--- src/rtl/lcd_init_pkg.sv ---
package lcd_init_pkg;

    typedef enum logic [2:0] {
        PH_BOOT, PH_POWER, PH_SETUP, PH_STROBE,
        PH_HOLD, PH_GAP, PH_WAIT, PH_DONE
    } phase_t;

    typedef enum logic [1:0] {
        WAIT_LONG, WAIT_MID, WAIT_SHORT, WAIT_CLEAR
    } wait_sel_t;

    // one program item: a lone upper nibble or a full byte, then a wait
    typedef struct packed {
        logic      full_byte;
        logic [7:0] code;
        wait_sel_t  post;
    } item_t;

    localparam int ITEM_COUNT = 9;
    localparam int IDX_W      = $clog2(ITEM_COUNT + 1);

    function automatic int max2(input int a, input int b);
        return (a > b) ? a : b;
    endfunction

    function automatic item_t item_at(input logic [IDX_W-1:0] idx);
        item_t it;
        case (idx)
            0:       it = '{1'b0, 8'h30, WAIT_LONG};
            1:       it = '{1'b0, 8'h30, WAIT_MID};
            2:       it = '{1'b0, 8'h30, WAIT_SHORT};
            3:       it = '{1'b0, 8'h20, WAIT_SHORT};
            4:       it = '{1'b1, 8'h28, WAIT_SHORT};
            5:       it = '{1'b1, 8'h08, WAIT_SHORT};
            6:       it = '{1'b1, 8'h01, WAIT_CLEAR};
            7:       it = '{1'b1, 8'h06, WAIT_SHORT};
            8:       it = '{1'b1, 8'h0F, WAIT_SHORT};
            default: it = '{1'b0, 8'h00, WAIT_SHORT};
        endcase
        return it;
    endfunction

endpackage

--- src/rtl/lcd_delay_timer.sv ---
module lcd_delay_timer #(
    parameter int W = 25
) (
    input  logic         clk,
    input  logic         rst,
    input  logic         load,
    input  logic [W-1:0] load_val,
    output logic         zero
);
    logic [W-1:0] count_q;

    always_ff @(posedge clk) begin
        if (rst)                count_q <= '0;
        else if (load)          count_q <= load_val;
        else if (count_q != '0) count_q <= count_q - 1'b1;
    end

    assign zero = (count_q == '0);

    // an unloaded nonzero count drops by exactly one
    a_r3_countdown: assert property (@(posedge clk) disable iff (rst)
        (!load && count_q != '0) |=> (count_q == $past(count_q) - 1'b1));

endmodule

--- src/rtl/lcd_cmd_rom.sv ---
module lcd_cmd_rom
    import lcd_init_pkg::*;
(
    input  logic [IDX_W-1:0] idx,
    output item_t            item
);
    assign item = item_at(idx);
endmodule

--- src/rtl/lcd_init_fsm.sv ---
module lcd_init_fsm
    import lcd_init_pkg::*;
#(
    parameter int W       = 25,
    parameter int P_PWR   = 750000,
    parameter int P_LONG  = 205000,
    parameter int P_MID   = 5000,
    parameter int P_SHORT = 2000,
    parameter int P_CLEAR = 82000,
    parameter int P_SETUP = 2,
    parameter int P_EHIGH = 12,
    parameter int P_HOLD  = 1,
    parameter int P_GAP   = 50
) (
    input  logic             clk,
    input  logic             rst,
    input  logic             zero,
    input  item_t            item,
    output logic [IDX_W-1:0] rom_idx,
    output logic             load,
    output logic [W-1:0]     load_val,
    output logic             lcd_e,
    output logic [3:0]       lcd_db,
    output logic             done
);
    phase_t           phase_q, phase_d;
    logic [IDX_W-1:0] idx_q, idx_d;
    logic             low_q, low_d;
    logic [3:0]       db_q, db_d;

    function automatic logic [W-1:0] cyc(input int n);
        return W'(n - 1);
    endfunction

    function automatic logic [W-1:0] wait_len(input wait_sel_t s);
        case (s)
            WAIT_LONG:  return cyc(P_LONG);
            WAIT_MID:   return cyc(P_MID);
            WAIT_CLEAR: return cyc(P_CLEAR);
            default:    return cyc(P_SHORT);
        endcase
    endfunction

    // in the wait phase the table already points at the next item
    assign rom_idx = (phase_q == PH_WAIT) ? idx_q + 1'b1 : idx_q;

    always_comb begin
        phase_d  = phase_q;
        idx_d    = idx_q;
        low_d    = low_q;
        db_d     = db_q;
        load     = 1'b0;
        load_val = '0;
        if (zero) begin
            case (phase_q)
                PH_BOOT: begin
                    phase_d = PH_POWER; load = 1'b1; load_val = cyc(P_PWR);
                end
                PH_POWER: begin
                    phase_d = PH_SETUP; load = 1'b1; load_val = cyc(P_SETUP);
                    db_d = item.code[7:4]; low_d = 1'b0;
                end
                PH_SETUP: begin
                    phase_d = PH_STROBE; load = 1'b1; load_val = cyc(P_EHIGH);
                end
                PH_STROBE: begin
                    phase_d = PH_HOLD; load = 1'b1; load_val = cyc(P_HOLD);
                end
                PH_HOLD: begin
                    load = 1'b1;
                    if (item.full_byte && !low_q) begin
                        phase_d = PH_GAP; load_val = cyc(P_GAP);
                    end else begin
                        phase_d = PH_WAIT; load_val = wait_len(item.post);
                    end
                end
                PH_GAP: begin
                    phase_d = PH_SETUP; load = 1'b1; load_val = cyc(P_SETUP);
                    db_d = item.code[3:0]; low_d = 1'b1;
                end
                PH_WAIT: begin
                    if (idx_q == IDX_W'(ITEM_COUNT - 1)) begin
                        phase_d = PH_DONE;
                    end else begin
                        phase_d = PH_SETUP; load = 1'b1; load_val = cyc(P_SETUP);
                        idx_d = idx_q + 1'b1; db_d = item.code[7:4]; low_d = 1'b0;
                    end
                end
                default: phase_d = PH_DONE;
            endcase
        end
    end

    always_ff @(posedge clk) begin
        if (rst) begin
            phase_q <= PH_BOOT;
            idx_q   <= '0;
            low_q   <= 1'b0;
            db_q    <= 4'h0;
        end else begin
            phase_q <= phase_d;
            idx_q   <= idx_d;
            low_q   <= low_d;
            db_q    <= db_d;
        end
    end

    assign lcd_e  = (phase_q == PH_STROBE);
    assign lcd_db = db_q;
    assign done   = (phase_q == PH_DONE);

    // strobe length tracker for the pulse-width check
    logic [W-1:0] e_run_q;
    always_ff @(posedge clk) begin
        if (rst)        e_run_q <= '0;
        else if (lcd_e) e_run_q <= e_run_q + 1'b1;
        else            e_run_q <= '0;
    end

    // state moves only on a zero count from the timer
    a_r3_advance_on_zero: assert property (@(posedge clk) disable iff (rst)
        !zero |=> (phase_q == $past(phase_q)));
    // data nibble steady while the strobe is high
    a_r6_db_stable_in_strobe: assert property (@(posedge clk) disable iff (rst)
        lcd_e |-> $stable(lcd_db));
    // strobe width is exactly P_EHIGH cycles
    a_r6_strobe_width: assert property (@(posedge clk) disable iff (rst)
        $fell(lcd_e) |-> (e_run_q == W'(P_EHIGH)));
    // done is sticky
    a_r8_done_sticky: assert property (@(posedge clk) disable iff (rst)
        done |=> done);
    // bus quiet after done
    a_r8_idle_after_done: assert property (@(posedge clk) disable iff (rst)
        done |-> !lcd_e);

endmodule

--- src/rtl/lcd_init_top.sv ---
module lcd_init_top
    import lcd_init_pkg::*;
#(
    parameter int P_PWR   = 750000,
    parameter int P_LONG  = 205000,
    parameter int P_MID   = 5000,
    parameter int P_SHORT = 2000,
    parameter int P_CLEAR = 82000,
    parameter int P_SETUP = 2,
    parameter int P_EHIGH = 12,
    parameter int P_HOLD  = 1,
    parameter int P_GAP   = 50
) (
    input  logic       clk,
    input  logic       rst,
    output logic       lcd_rs,
    output logic       lcd_rw,
    output logic       lcd_e,
    output logic [3:0] lcd_db,
    output logic       init_done
);
    localparam int MAX_A = max2(max2(P_PWR, P_LONG), max2(P_MID, P_SHORT));
    localparam int MAX_B = max2(max2(P_CLEAR, P_SETUP), max2(P_EHIGH, max2(P_HOLD, P_GAP)));
    localparam int CNT_W = $clog2(max2(MAX_A, MAX_B) + 1) + 1;

    logic             t_load, t_zero;
    logic [CNT_W-1:0] t_val;
    logic [IDX_W-1:0] r_idx;
    item_t            r_item;

    lcd_delay_timer #(.W(CNT_W)) u_timer (
        .clk(clk), .rst(rst), .load(t_load), .load_val(t_val), .zero(t_zero)
    );

    lcd_cmd_rom u_rom (.idx(r_idx), .item(r_item));

    lcd_init_fsm #(
        .W(CNT_W), .P_PWR(P_PWR), .P_LONG(P_LONG), .P_MID(P_MID),
        .P_SHORT(P_SHORT), .P_CLEAR(P_CLEAR), .P_SETUP(P_SETUP),
        .P_EHIGH(P_EHIGH), .P_HOLD(P_HOLD), .P_GAP(P_GAP)
    ) u_fsm (
        .clk(clk), .rst(rst), .zero(t_zero), .item(r_item), .rom_idx(r_idx),
        .load(t_load), .load_val(t_val), .lcd_e(lcd_e), .lcd_db(lcd_db),
        .done(init_done)
    );

    // write-only command bus
    assign lcd_rs = 1'b0;
    assign lcd_rw = 1'b0;

endmodule

--- config.mk ---
export PLATFORM = sky130hd
export DESIGN_NAME = lcd_init_top
export DESIGN_NICKNAME = d
export VERILOG_FILES = /design/src/rtl/lcd_init_pkg.sv /design/src/rtl/lcd_delay_timer.sv /design/src/rtl/lcd_cmd_rom.sv /design/src/rtl/lcd_init_fsm.sv /design/src/rtl/lcd_init_top.sv
export SDC_FILE = /design/constraint.sdc
export NUM_CORES = 1
export LEC_CHECK = 0
export CAP_MARGIN = 20
export CORE_UTILIZATION = 50
export CTS_CLUSTER_SIZE = 24
export DETAILED_ROUTE_END_ITERATION = 10
export GPL_ROUTABILITY_DRIVEN = 0
export PLACE_DENSITY = 0.68
export SYNTH_ARGS = -nofsm -noshare
export SYNTH_HDL_FRONTEND = slang
export SYNTH_SLANG_ARGS = --single-unit
--- constraint.sdc ---
create_clock -name clk -period 4.7 [get_ports clk]
set_input_delay 0.47 -clock clk [delete_from_list [all_inputs] [get_ports clk]]
set_output_delay 0.47 -clock clk [all_outputs]
set_load 0.02 [all_outputs]
==> flow_summary.json <==
{
  "io_pins": 10,
  "max_freq_mhz": 345,
  "first_pass_iters": 4,
  "clockBufferDepth": 2,
  "holdBufCountCts": 0,
  "wl_per_cell_um": 15.0,
  "period_minus_slack_ps": 2900,
  "grt_pass1_wl_um": 7690,
  "p_clk_frac": 0.220,
  "fin_crit_sh": 0.617,
  "crit_type": "reg -> reg",
  "antenna_found_initial": 0,
  "grt_usage": 0.235,
  "avgViaCountPerCell": 5.74,
  "worstPathMaxFanout": 13,
  "async_flop_share": 0,
  "drv_slew": 0,
  "p_comb_frac": 0.436,
  "ir_drop_mv": 0.302,
  "final_cell_mix": "dfxtp_1 (33), nor2_1 (29), nand2_1 (18)",
  "finalClockSkew_ps": 8.42,
  "drive_gt1_frac": 0.0958,
  "power_mw": 1.28,
  "drt_iter0_markers": 73,
  "vias": 1784,
  "clk_latency_ps": 300,
  "intPower_mw": 0.774,
  "synth_cells": 258,
  "reg2reg_slack_ps": 1800,
  "rows": 23,
  "syn-cell-area_um2": 2120,
  "seq_power_share": 0.344,
  "critPathArrivalTime_ps": 3080,
  "synth_edf_count": 0,
  "tightest_slew_ps": 897,
  "rsz0062_at_grt": "false",
  "core_area_um2": 4030,
  "ys_seq_elements": 33,
  "postRouteAntennaNets": 0,
  "status": "complete, no violations",
  "cts_buffers": 5,
  "hold_class": "reg -> reg",
  "fillers": 396,
  "dp_cells": 303,
  "required_ps": 4880,
  "crit_path_end_kind": "flop",
  "drc": 0,
  "hpwl_um": 3320,
  "cts.sinks": 33,
  "multiInputGateArea_um2": 1350,
  "synth_ff_type": "dfxtp_1",
  "initial_core_util": 0.525,
  "grt_max_degree": 29,
  "grt_pass1_vias": 1590,
  "drt_wl_total_um": 4650,
  "overflow": 0,
  "maxCapViolCount": 0,
  "port-buffer-count": 7,
  "powerDensity_nw_per_um2": 553,
  "cellLeakagePower_nw": 0.874,
  "syn_avg_cell_area_um2": 8.20,
  "final_cells": 311,
  "slew_headroom": 0.396,
  "cts_max_level": 2,
  "clkTransAtPathRegs_ps": 70,
  "seqCellArea_um2": 661,
  "crit_path_start_kind": "flop",
  "synth.distinct_cells": 49,
  "root_buffer": "clkbuf_8",
  "switching_share": 0.394,
  "synth_seq_area_share": 0.312,
  "setup_viol": 0,
  "setup_tns_ps": 0,
  "hold_viol_final": 0,
  "ys_warn_count": 0,
  "tritoncts": "yes",
  "final_util": 0.573,
  "final_common_cell": "dfxtp_1",
  "cts_resized": 0,
  "syn2layout_area_growth_pct": 9.05,
  "power_switching_mw": 0.503,
  "diodes": 0,
  "die_w_um": 67.1,
  "postCtsSetupBuffers": 0,
  "dieArea_um2": 4500,
  "die_height_um": 67.1,
  "layout.nets": 271
}
[cell families after synthesis]
kind of cell | after synthesis | share of synthesized area
AO/OA/AOI/OAI | 50 | 0.163
XOR/XNOR | 22 | 0.0911
adder cells (fa/ha/maj) | 9 | 0.0532
buffers and inverters | 24 | 0.0520
flip-flops | 33 | 0.312
multiplexers | 7 | 0.0337
other | 1 | 0.00177
AND/OR/NAND/NOR | 112 | 0.293
[routing by layer]
metal,routed length (um),global-route usage,vias to the layer above
met5,0,0,-
met4,51,0.0798,0
met1,2280,0.310,830
met3,184,0.0685,5
li1,-,-,914
met2,2130,0.360,35
[power by group through the flow]
stage               Clock [mW]  Combinational (mW)  Sequential (mW)
floorplan                    0               0.480            0.420
global placement             0               0.551            0.441
detailed placement           0               0.548            0.445
CTS                      0.285               0.556            0.439
global route             0.299               0.619            0.453
finish                   0.280               0.557            0.440
[synthesized netlist by cell type (3+ instances only)]
master,n,area share
or4_1,3,0.011
nand3_1,6,0.014
nor3b_1,3,0.011
o21a_1,3,0.011
a211oi_1,6,0.021
mux2i_1,6,0.028
dfxtp_1,33,0.31
xor2_1,9,0.037
nor4_1,6,0.018
clkbuf_1,8,0.014
nor2_1,29,0.051
buf_2,4,0.0095
ha_1,9,0.053
nand2_1,18,0.032
inv_1,9,0.016
a21oi_1,10,0.024
o21ai_0,10,0.024
nor3_1,15,0.035
nor2b_1,5,0.015
o21bai_1,3,0.011
o2bb2ai_1,5,0.021
or2_2,4,0.012
or3_1,4,0.012
nand4_1,3,0.0089
xnor2_1,13,0.054
[worst max-delay path, cell delays in order (launching register included)]
cell and delay, ps:
dfxtp_1 540, nand3b_1 550, nor3_1 470, o211ai_1 190, o2111ai_1 610, nor3_1 140
a31o_2 280
[worst paths after layout]
kind                            startpoint                               end  cells past startpoint
max          u_fsm.phase_q[1]$_SDFFE_PP0P_  u_timer.count_q[17]$_SDFFE_PP0P_                      6
min           u_fsm.lcd_db[2]$_SDFFE_PP0P_      u_fsm.lcd_db[2]$_SDFFE_PP0P_                      2
max reg2reg  u_fsm.phase_q[1]$_SDFFE_PP0P_  u_timer.count_q[17]$_SDFFE_PP0P_                      6
min reg2reg   u_fsm.lcd_db[2]$_SDFFE_PP0P_      u_fsm.lcd_db[2]$_SDFFE_PP0P_                      2
[flip-flops by register name, summed over array words and instances (netlist names)]
name             count
u_fsm.idx_q          4
u_timer.count_q     21
u_fsm.lcd_db         4
u_fsm.low_q          1
u_fsm.phase_q        3
[metrics by stage]
step	worst slack, ps	hold slack, ps	instance area, um^2
6_report	1800	457	2310
5_1_grt	1440	482	2310
3_5_place_dp	1840	446	2190
3_3_place_gp	1900	444	2190
4_1_cts	1830	462	2310
2_1_floorplan	2260	451	2120
[area by class of cell]
cell class	count	share of cell area
multi-input cells	202	0.585
clock buffers	7	0.0374
flip-flops and latches	33	0.286
clock inverters	1	0.0130
well taps	50	0.0271
repair buffers	9	0.0369
inverters	9	0.0146
Note: power is estimated with default switching activity, not from simulation.
